$ cat src/rtl/dref_pkg.sv
package dref_pkg;

  typedef enum logic [2:0] {
    PH_PWRUP,
    PH_IDLE,
    PH_CSU,
    PH_RLOW,
    PH_PRE
  } phase_e;

  typedef struct packed {
    logic rasLow;
    logic casLow;
    logic weLow;
  } strobe_t;

  function automatic int max3(input int a, input int b, input int c);
    int m;
    m = a;
    if (b > m) m = b;
    if (c > m) m = c;
    return m;
  endfunction

endpackage

$ cat src/rtl/dref_tick_timer.sv
module dref_tick_timer #(
  parameter int TICK_CYC = 3125
) (
  input  logic clk,
  input  logic rst_n,
  input  logic en,
  output logic tick
);
  localparam int TICK_W = (TICK_CYC > 2) ? $clog2(TICK_CYC) : 1;
  localparam logic [TICK_W-1:0] LAST = TICK_W'(TICK_CYC - 1);

  logic [TICK_W-1:0] cnt;

  assign tick = en && (cnt == LAST);

  always_ff @(posedge clk or negedge rst_n) begin
    if (!rst_n) begin
      cnt <= '0;
    end else if (en) begin
      cnt <= (cnt == LAST) ? '0 : cnt + 1'b1;
    end
  end
endmodule

$ cat src/rtl/dref_ctrl.sv
module dref_ctrl
  import dref_pkg::*;
#(
  parameter int PWRUP_CYC = 40000,
  parameter int INIT_CYC  = 8,
  parameter int PEND_MAX  = 8,
  parameter int T_CSR     = 2,
  parameter int T_CHR     = 2,
  parameter int T_RAS     = 14,
  parameter int PRE_CYC   = 10
) (
  input  logic    clk,
  input  logic    rst_n,
  input  logic    tick,
  input  logic    hostReq,
  output logic    hostGnt,
  output logic    initDone,
  output strobe_t strb
);
  localparam int CNT_W  = $clog2(max3(PWRUP_CYC, T_RAS, max3(PRE_CYC, T_CSR, 2)) + 1);
  localparam int PEND_W = $clog2(PEND_MAX + 1);
  localparam int INIT_W = $clog2(INIT_CYC + 1);
  localparam logic [CNT_W-1:0]  LD_CSR   = CNT_W'(T_CSR - 1);
  localparam logic [CNT_W-1:0]  LD_RAS   = CNT_W'(T_RAS - 1);
  localparam logic [CNT_W-1:0]  LD_PRE   = CNT_W'(PRE_CYC - 1);
  localparam logic [CNT_W-1:0]  CAS_EDGE = CNT_W'(T_RAS - T_CHR);
  localparam logic [PEND_W-1:0] PEND_TOP = PEND_W'(PEND_MAX);

  phase_e            phase, phaseNxt;
  logic [CNT_W-1:0]  phCnt, phCntNxt;
  logic [PEND_W-1:0] pendCnt, pendNxt;
  logic [INIT_W-1:0] initLeft, initLeftNxt;
  logic              initMode, initModeNxt;
  logic              initDoneNxt, hostGntNxt;
  logic              enterRlow, moreWork, busFree, startRef, pendInc, pendDec;

  assign busFree  = !hostGnt && (phase == PH_IDLE);
  assign startRef = busFree && initDone && (pendCnt != '0);
  assign moreWork = initMode ? (initLeft != '0) : (pendCnt != '0);

  always_comb begin
    phaseNxt    = phase;
    phCntNxt    = (phCnt != '0) ? phCnt - 1'b1 : phCnt;
    initModeNxt = initMode;
    initDoneNxt = initDone;
    enterRlow   = 1'b0;
    case (phase)
      PH_PWRUP: begin
        if (phCnt == '0) begin
          phaseNxt = PH_CSU;
          phCntNxt = LD_CSR;
        end
      end
      PH_IDLE: begin
        phCntNxt = phCnt;
        if (startRef) begin
          phaseNxt = PH_CSU;
          phCntNxt = LD_CSR;
        end
      end
      PH_CSU: begin
        if (phCnt == '0) begin
          phaseNxt  = PH_RLOW;
          phCntNxt  = LD_RAS;
          enterRlow = 1'b1;
        end
      end
      PH_RLOW: begin
        if (phCnt == '0) begin
          phaseNxt = PH_PRE;
          phCntNxt = LD_PRE;
        end
      end
      PH_PRE: begin
        if (phCnt == '0) begin
          if (moreWork) begin
            phaseNxt = PH_CSU;
            phCntNxt = LD_CSR;
          end else begin
            phaseNxt = PH_IDLE;
            if (initMode) begin
              initModeNxt = 1'b0;
              initDoneNxt = 1'b1;
            end
          end
        end
      end
      default: phaseNxt = PH_IDLE;
    endcase
  end

  // pending bookkeeping: ticks add, each committed refresh row strobe subtracts
  assign pendInc = tick && (pendCnt < PEND_TOP);
  assign pendDec = enterRlow && !initMode;

  always_comb begin
    case ({pendInc, pendDec})
      2'b10:   pendNxt = pendCnt + 1'b1;
      2'b01:   pendNxt = pendCnt - 1'b1;
      default: pendNxt = pendCnt;
    endcase
    initLeftNxt = (enterRlow && initMode) ? initLeft - 1'b1 : initLeft;
  end

  // grant: kept while requested, newly given only on a free bus with nothing owed
  always_comb begin
    if (hostGnt) hostGntNxt = hostReq;
    else         hostGntNxt = busFree && initDone && (pendCnt == '0) && hostReq;
  end

  always_ff @(posedge clk or negedge rst_n) begin
    if (!rst_n) begin
      phase    <= PH_PWRUP;
      phCnt    <= CNT_W'(PWRUP_CYC - 1);
      initMode <= 1'b1;
      initLeft <= INIT_W'(INIT_CYC);
      pendCnt  <= '0;
      initDone <= 1'b0;
      hostGnt  <= 1'b0;
    end else begin
      phase    <= phaseNxt;
      phCnt    <= phCntNxt;
      initMode <= initModeNxt;
      initLeft <= initLeftNxt;
      pendCnt  <= pendNxt;
      initDone <= initDoneNxt;
      hostGnt  <= hostGntNxt;
    end
  end

  always_comb begin
    strb.rasLow = (phase == PH_RLOW);
    strb.casLow = (phase == PH_CSU) || ((phase == PH_RLOW) && (phCnt >= CAS_EDGE));
    strb.weLow  = 1'b0;
  end
endmodule

$ cat src/rtl/dref_pins.sv
module dref_pins
  import dref_pkg::*;
(
  input  logic    clk,
  input  logic    rst_n,
  input  strobe_t strb,
  output logic    rasN,
  output logic    casN,
  output logic    weN
);
  always_ff @(posedge clk or negedge rst_n) begin
    if (!rst_n) begin
      rasN <= 1'b1;
      casN <= 1'b1;
      weN  <= 1'b1;
    end else begin
      rasN <= ~strb.rasLow;
      casN <= ~strb.casLow;
      weN  <= ~strb.weLow;
    end
  end
endmodule

$ cat src/rtl/dram_refresh_sched.sv
module dram_refresh_sched #(
  parameter int PWRUP_CYC      = 40000,
  parameter int INIT_CYC       = 8,
  parameter int ROWS           = 1024,
  parameter int REF_PERIOD_CYC = 3200000,
  parameter int PEND_MAX       = 8,
  parameter int T_CSR          = 2,
  parameter int T_CHR          = 2,
  parameter int T_RAS          = 14,
  parameter int T_RP           = 10,
  parameter int T_RPC          = 2,
  parameter int T_RC           = 26
) (
  input  logic clk,
  input  logic rst_n,
  input  logic hostReq,
  output logic hostGnt,
  output logic initDone,
  output logic rasN,
  output logic casN,
  output logic weN
);
  localparam int TICK_CYC = REF_PERIOD_CYC / ROWS;
  localparam int PRE_CYC  = dref_pkg::max3(T_RP, T_RPC, T_RC - T_RAS - T_CSR);

  dref_pkg::strobe_t strb;
  logic              tick;

  dref_tick_timer #(.TICK_CYC(TICK_CYC)) u_timer (
    .clk  (clk),
    .rst_n(rst_n),
    .en   (initDone),
    .tick (tick)
  );

  dref_ctrl #(
    .PWRUP_CYC(PWRUP_CYC),
    .INIT_CYC (INIT_CYC),
    .PEND_MAX (PEND_MAX),
    .T_CSR    (T_CSR),
    .T_CHR    (T_CHR),
    .T_RAS    (T_RAS),
    .PRE_CYC  (PRE_CYC)
  ) u_ctrl (
    .clk     (clk),
    .rst_n   (rst_n),
    .tick    (tick),
    .hostReq (hostReq),
    .hostGnt (hostGnt),
    .initDone(initDone),
    .strb    (strb)
  );

  dref_pins u_pins (
    .clk  (clk),
    .rst_n(rst_n),
    .strb (strb),
    .rasN (rasN),
    .casN (casN),
    .weN  (weN)
  );
endmodule

$ cat config.mk
export PLATFORM = sky130hd
export DESIGN_NAME = dram_refresh_sched
export DESIGN_NICKNAME = d
export VERILOG_FILES = /design/src/rtl/dref_pkg.sv /design/src/rtl/dref_tick_timer.sv /design/src/rtl/dref_ctrl.sv /design/src/rtl/dref_pins.sv /design/src/rtl/dram_refresh_sched.sv
export SDC_FILE = /design/constraint.sdc
export NUM_CORES = 1
export LEC_CHECK = 0
export BUFFER_PORTS_ARGS = -buffer_cell sky130_fd_sc_hd__buf_2
export CORE_ASPECT_RATIO = 1.5
export CORE_MARGIN = 5
export CORE_UTILIZATION = 55
export CTS_BUF_LIST = sky130_fd_sc_hd__clkbuf_16
export CTS_CLUSTER_DIAMETER = 40
export CTS_CLUSTER_SIZE = 16
export DETAILED_ROUTE_END_ITERATION = 6
export GPL_TIMING_DRIVEN = 0
export PLACE_DENSITY = 0.75
export SETUP_SLACK_MARGIN = 0.2
export SLEW_MARGIN = 20
export SYNTH_ARGS = -nofsm -noshare
export SYNTH_HDL_FRONTEND = slang
export SYNTH_SLANG_ARGS = --single-unit
$ cat constraint.sdc
create_clock -name clk -period 2.78 [get_ports clk]
set_input_delay 0.139 -clock clk [delete_from_list [all_inputs] [get_ports clk]]
set_output_delay 0.139 -clock clk [all_outputs]
set_load 0.005 [all_outputs]
==> out/qor.yml <==
cells_and_area:
  areaGrowthSynthToFinish_pct: 13.68
  layout_commonest_cell: "nor2_1"
  final_area_um2: 2849
  final_cell_mix: "nor2_1, dfrtp_1, nand4_1, xnor2_1, dfstp_2"
  fin_nets: 291
  fin_cells: 327
  num_antenna_cells: 0
  drive_gt1_share_pct: 20.07
  finish.utilization_pct: 63.78
synth:
  synth.avg_cell_area_um2: 9.639
  ys_types: 54
  async_flop_share_pct: 100.0
  synth_edf_count: 0
  synthCells: 260
  ys_ff_latch: 44
  ys_warn_count: 0
  yosysSeqAreaShare_pct: 44.63
  syn_area_um2: 2506
  synth_top_flop_cell: "dfrtp_1"
  syn_nets: 273
clocking:
  clockRootBuffer: "clkbuf_16"
  numCtsBuffers: 5
  clk_pin_slew_ps: 60
  clkLatencyLatePin_ps: 280
  cts_max_level: 2
  clockBufferDepth: 2
  cts_tree: "built"
  clock-sinks: 44
power:
  leakagePower_nw: 1.265
  power_density_nw_per_um2: 459.5
  ir_drop_mv: 0.3704
global_routing:
  grt_pass1_wl_um: 9328
  grt_pass1_vias: 2128
  grt_overflow: 0
  antenna_found_initial: 0
  grt_use_total_pct: 19.55
  grt_max_degree: 45
critical_path:
  path_class: "register to register"
  path_common_cell: "nor4_4"
  cp_slowest_cell: "or4_4"
  worstPathRequired_ps: 2940
  crit_fanout: 3
  end_kind: "register"
  slowest_delay_ps: 540
  startpoint: "u_ctrl.phCnt[8]"
  path_cells: "or4_4, nor4_4, nand4_1, nor4_4, ha_2, ha_4, a21o_1, a21oi_2, xnor2_1, nor2_1, xor2_1"
  startpoint_type: "register"
  worstPathArrival_ps: 3000
  reg2reg_from: "u_ctrl.phCnt[8]"
die:
  dieWidth_um: 65.12
  design.core.area_um2: 4467
  die_h_um: 92.68
  start_util_pct: 56.11
  num_rows: 30
  io_pins: 8
  die-area_um2: 6035
place:
  postPlaceCellArea_um2: 2628
  dp_slack_ps: -452.2
  gp_congestion: 0.8568
  post-dp-hpwl_um: 3633
  port_buffers: 6
  dp.cells: 314
routing:
  num_vias: 2000
  routed_via_density: 6.116
  ant_nets: 0
  wirelength_um: 5277
  wl_per_cell_um: 16.14
  dr.pass1.iters: 4
  drt_iter0_drc: 103
  post-route-drc-count: 0
timing:
  relSlewSlack_pct: 38.26
  finalHoldViolCount: 4
  min_period_ps: 2831
  tightestPinTransition_ps: 926.1
  post-route-period-util_pct: 101.8
  fmax_mhz: 353.2
  fin_skew_ps: 2.381
  rsz0062_at_grt: "true"
  fin_hold_ws_ps: -2.743
  setup_slack_ps: -51.02
  finalMaxSlewViolations: 0
  setup_viol: 1
run:
  cap_violations: 0
run_status:
  violations: "hold timing, setup timing"
  status: "finished, violations left"
min_path:
  holdCritPathClass: "primary input to async pin"
## timing repair
action                     4_1_cts  5_1_grt
pin swaps                        5        3
setup buffers                    5        0
hold endpoints to repair         0        0
resized for setup                3        0
hold buffers                     0        0
setup endpoints to repair        4        3
## power by group
part | internal, mW | total [mW] | switching [mW] | leakage, nW
registers | 0.642 | 0.642 | 0.0000000000000000189 | 0.542
logic | 0.00206 | 0.0141 | 0.0120 | 0.644
clock network | 0.421 | 0.654 | 0.232 | 0.0798
## cell usage after synthesis, types with 5 or more instances
master / count / area, um2
inv_1: 13 / 48.80
nand4_1: 14 / 87.58
nor4_1: 5 / 31.28
nor3_1: 11 / 55.05
nor2_1: 30 / 112.6
nand2b_1: 5 / 31.28
a21oi_1: 9 / 45.04
dfstp_2: 14 / 367.9
xnor2_1: 14 / 122.6
xor2_1: 12 / 105.1
nand3_1: 7 / 35.03
o21ai_0: 13 / 65.06
ha_1: 9 / 112.6
clkbuf_1: 5 / 18.77
nand2_1: 10 / 37.54
dfrtp_1: 30 / 750.7
## registers in the layout (all words and copies together), names as in the netlist, 3 cells and up
register         cells
u_timer.cnt         12
u_ctrl.initLeft      4
u_ctrl.pendCnt       4
u_ctrl.phCnt        16
u_ctrl.phase         3
## metrics by stage
step,hold slack [ps],TNS (ps),power [mW]
after global routing,89.92,-187.9,1.365
after global placement,326.0,-1074,0.6673
after floorplan,-156.6,0,0.6540
final,-2.743,-51.02,1.309
after CTS,31.74,-310.3,1.330
after detailed placement,329.1,-1115,0.6674
## final timing paths
check / depth (start not counted) / to / slack [ps]
worst max-delay path: 11 / u_ctrl.pendCnt[3] / -50
min in group clk: 2 / u_ctrl.hostGnt / 90
worst min-delay path: 1 / u_ctrl.initLeft[1] / -3
worst min register to register: 1 / u_ctrl.initLeft[3] / 490
worst max register to register: 11 / u_ctrl.pendCnt[3] / -50
max in group asynchronous: 1 / u_ctrl.phCnt[9] / 2150
## routing by layer
layer  wire length [um]  up-vias  GRT usage [%]
li1                   -      958              -
met1               2122      981          22.10
met2               2841       52          34.59
met3                212        9          3.277
met4                101        0          10.21
met5                  0        -              0
## kinds of logic (layout without fill, tap and decap cells)
family	after synthesis	in the layout	synth area share, %
AND/OR/NAND/NOR	110	110	24.81
flip-flops	44	44	44.63
AO/OA/AOI/OAI	42	42	10.73
XOR/XNOR	26	26	9.086
buffers and inverters	25	44	4.493
adder cells (fa/ha/maj)	10	10	5.292
multiplexers	2	2	0.7988
other	1	1	0.1496
## layout make-up
| class | instances | area, um2 |
|---|---|---|
| Buffer | 12 | 63.81 |
| Clock buffer | 5 | 125.1 |
| Clock inverter | 3 | 42.54 |
| Fill cell | 369 | 1618 |
| Inverter | 13 | 48.80 |
| Multi-Input combinational cell | 191 | 1321 |
| Sequential cell | 44 | 1120 |
| Tap cell | 48 | 60.06 |
| Timing Repair Buffer | 11 | 67.56 |
## critical path: cells and delay by family (launching register included)
| family | cells | cell delay [ps] |
|---|---|---|
| AOI/OAI and AO/OA | 2 | 290 |
| and+or+nand+nor | 5 | 1310 |
| adders and majority gates | 2 | 470 |
| xor gates and xnor gates | 2 | 250 |
| DFF | 1 | 400 |
Power figures use the tool's default switching activity.
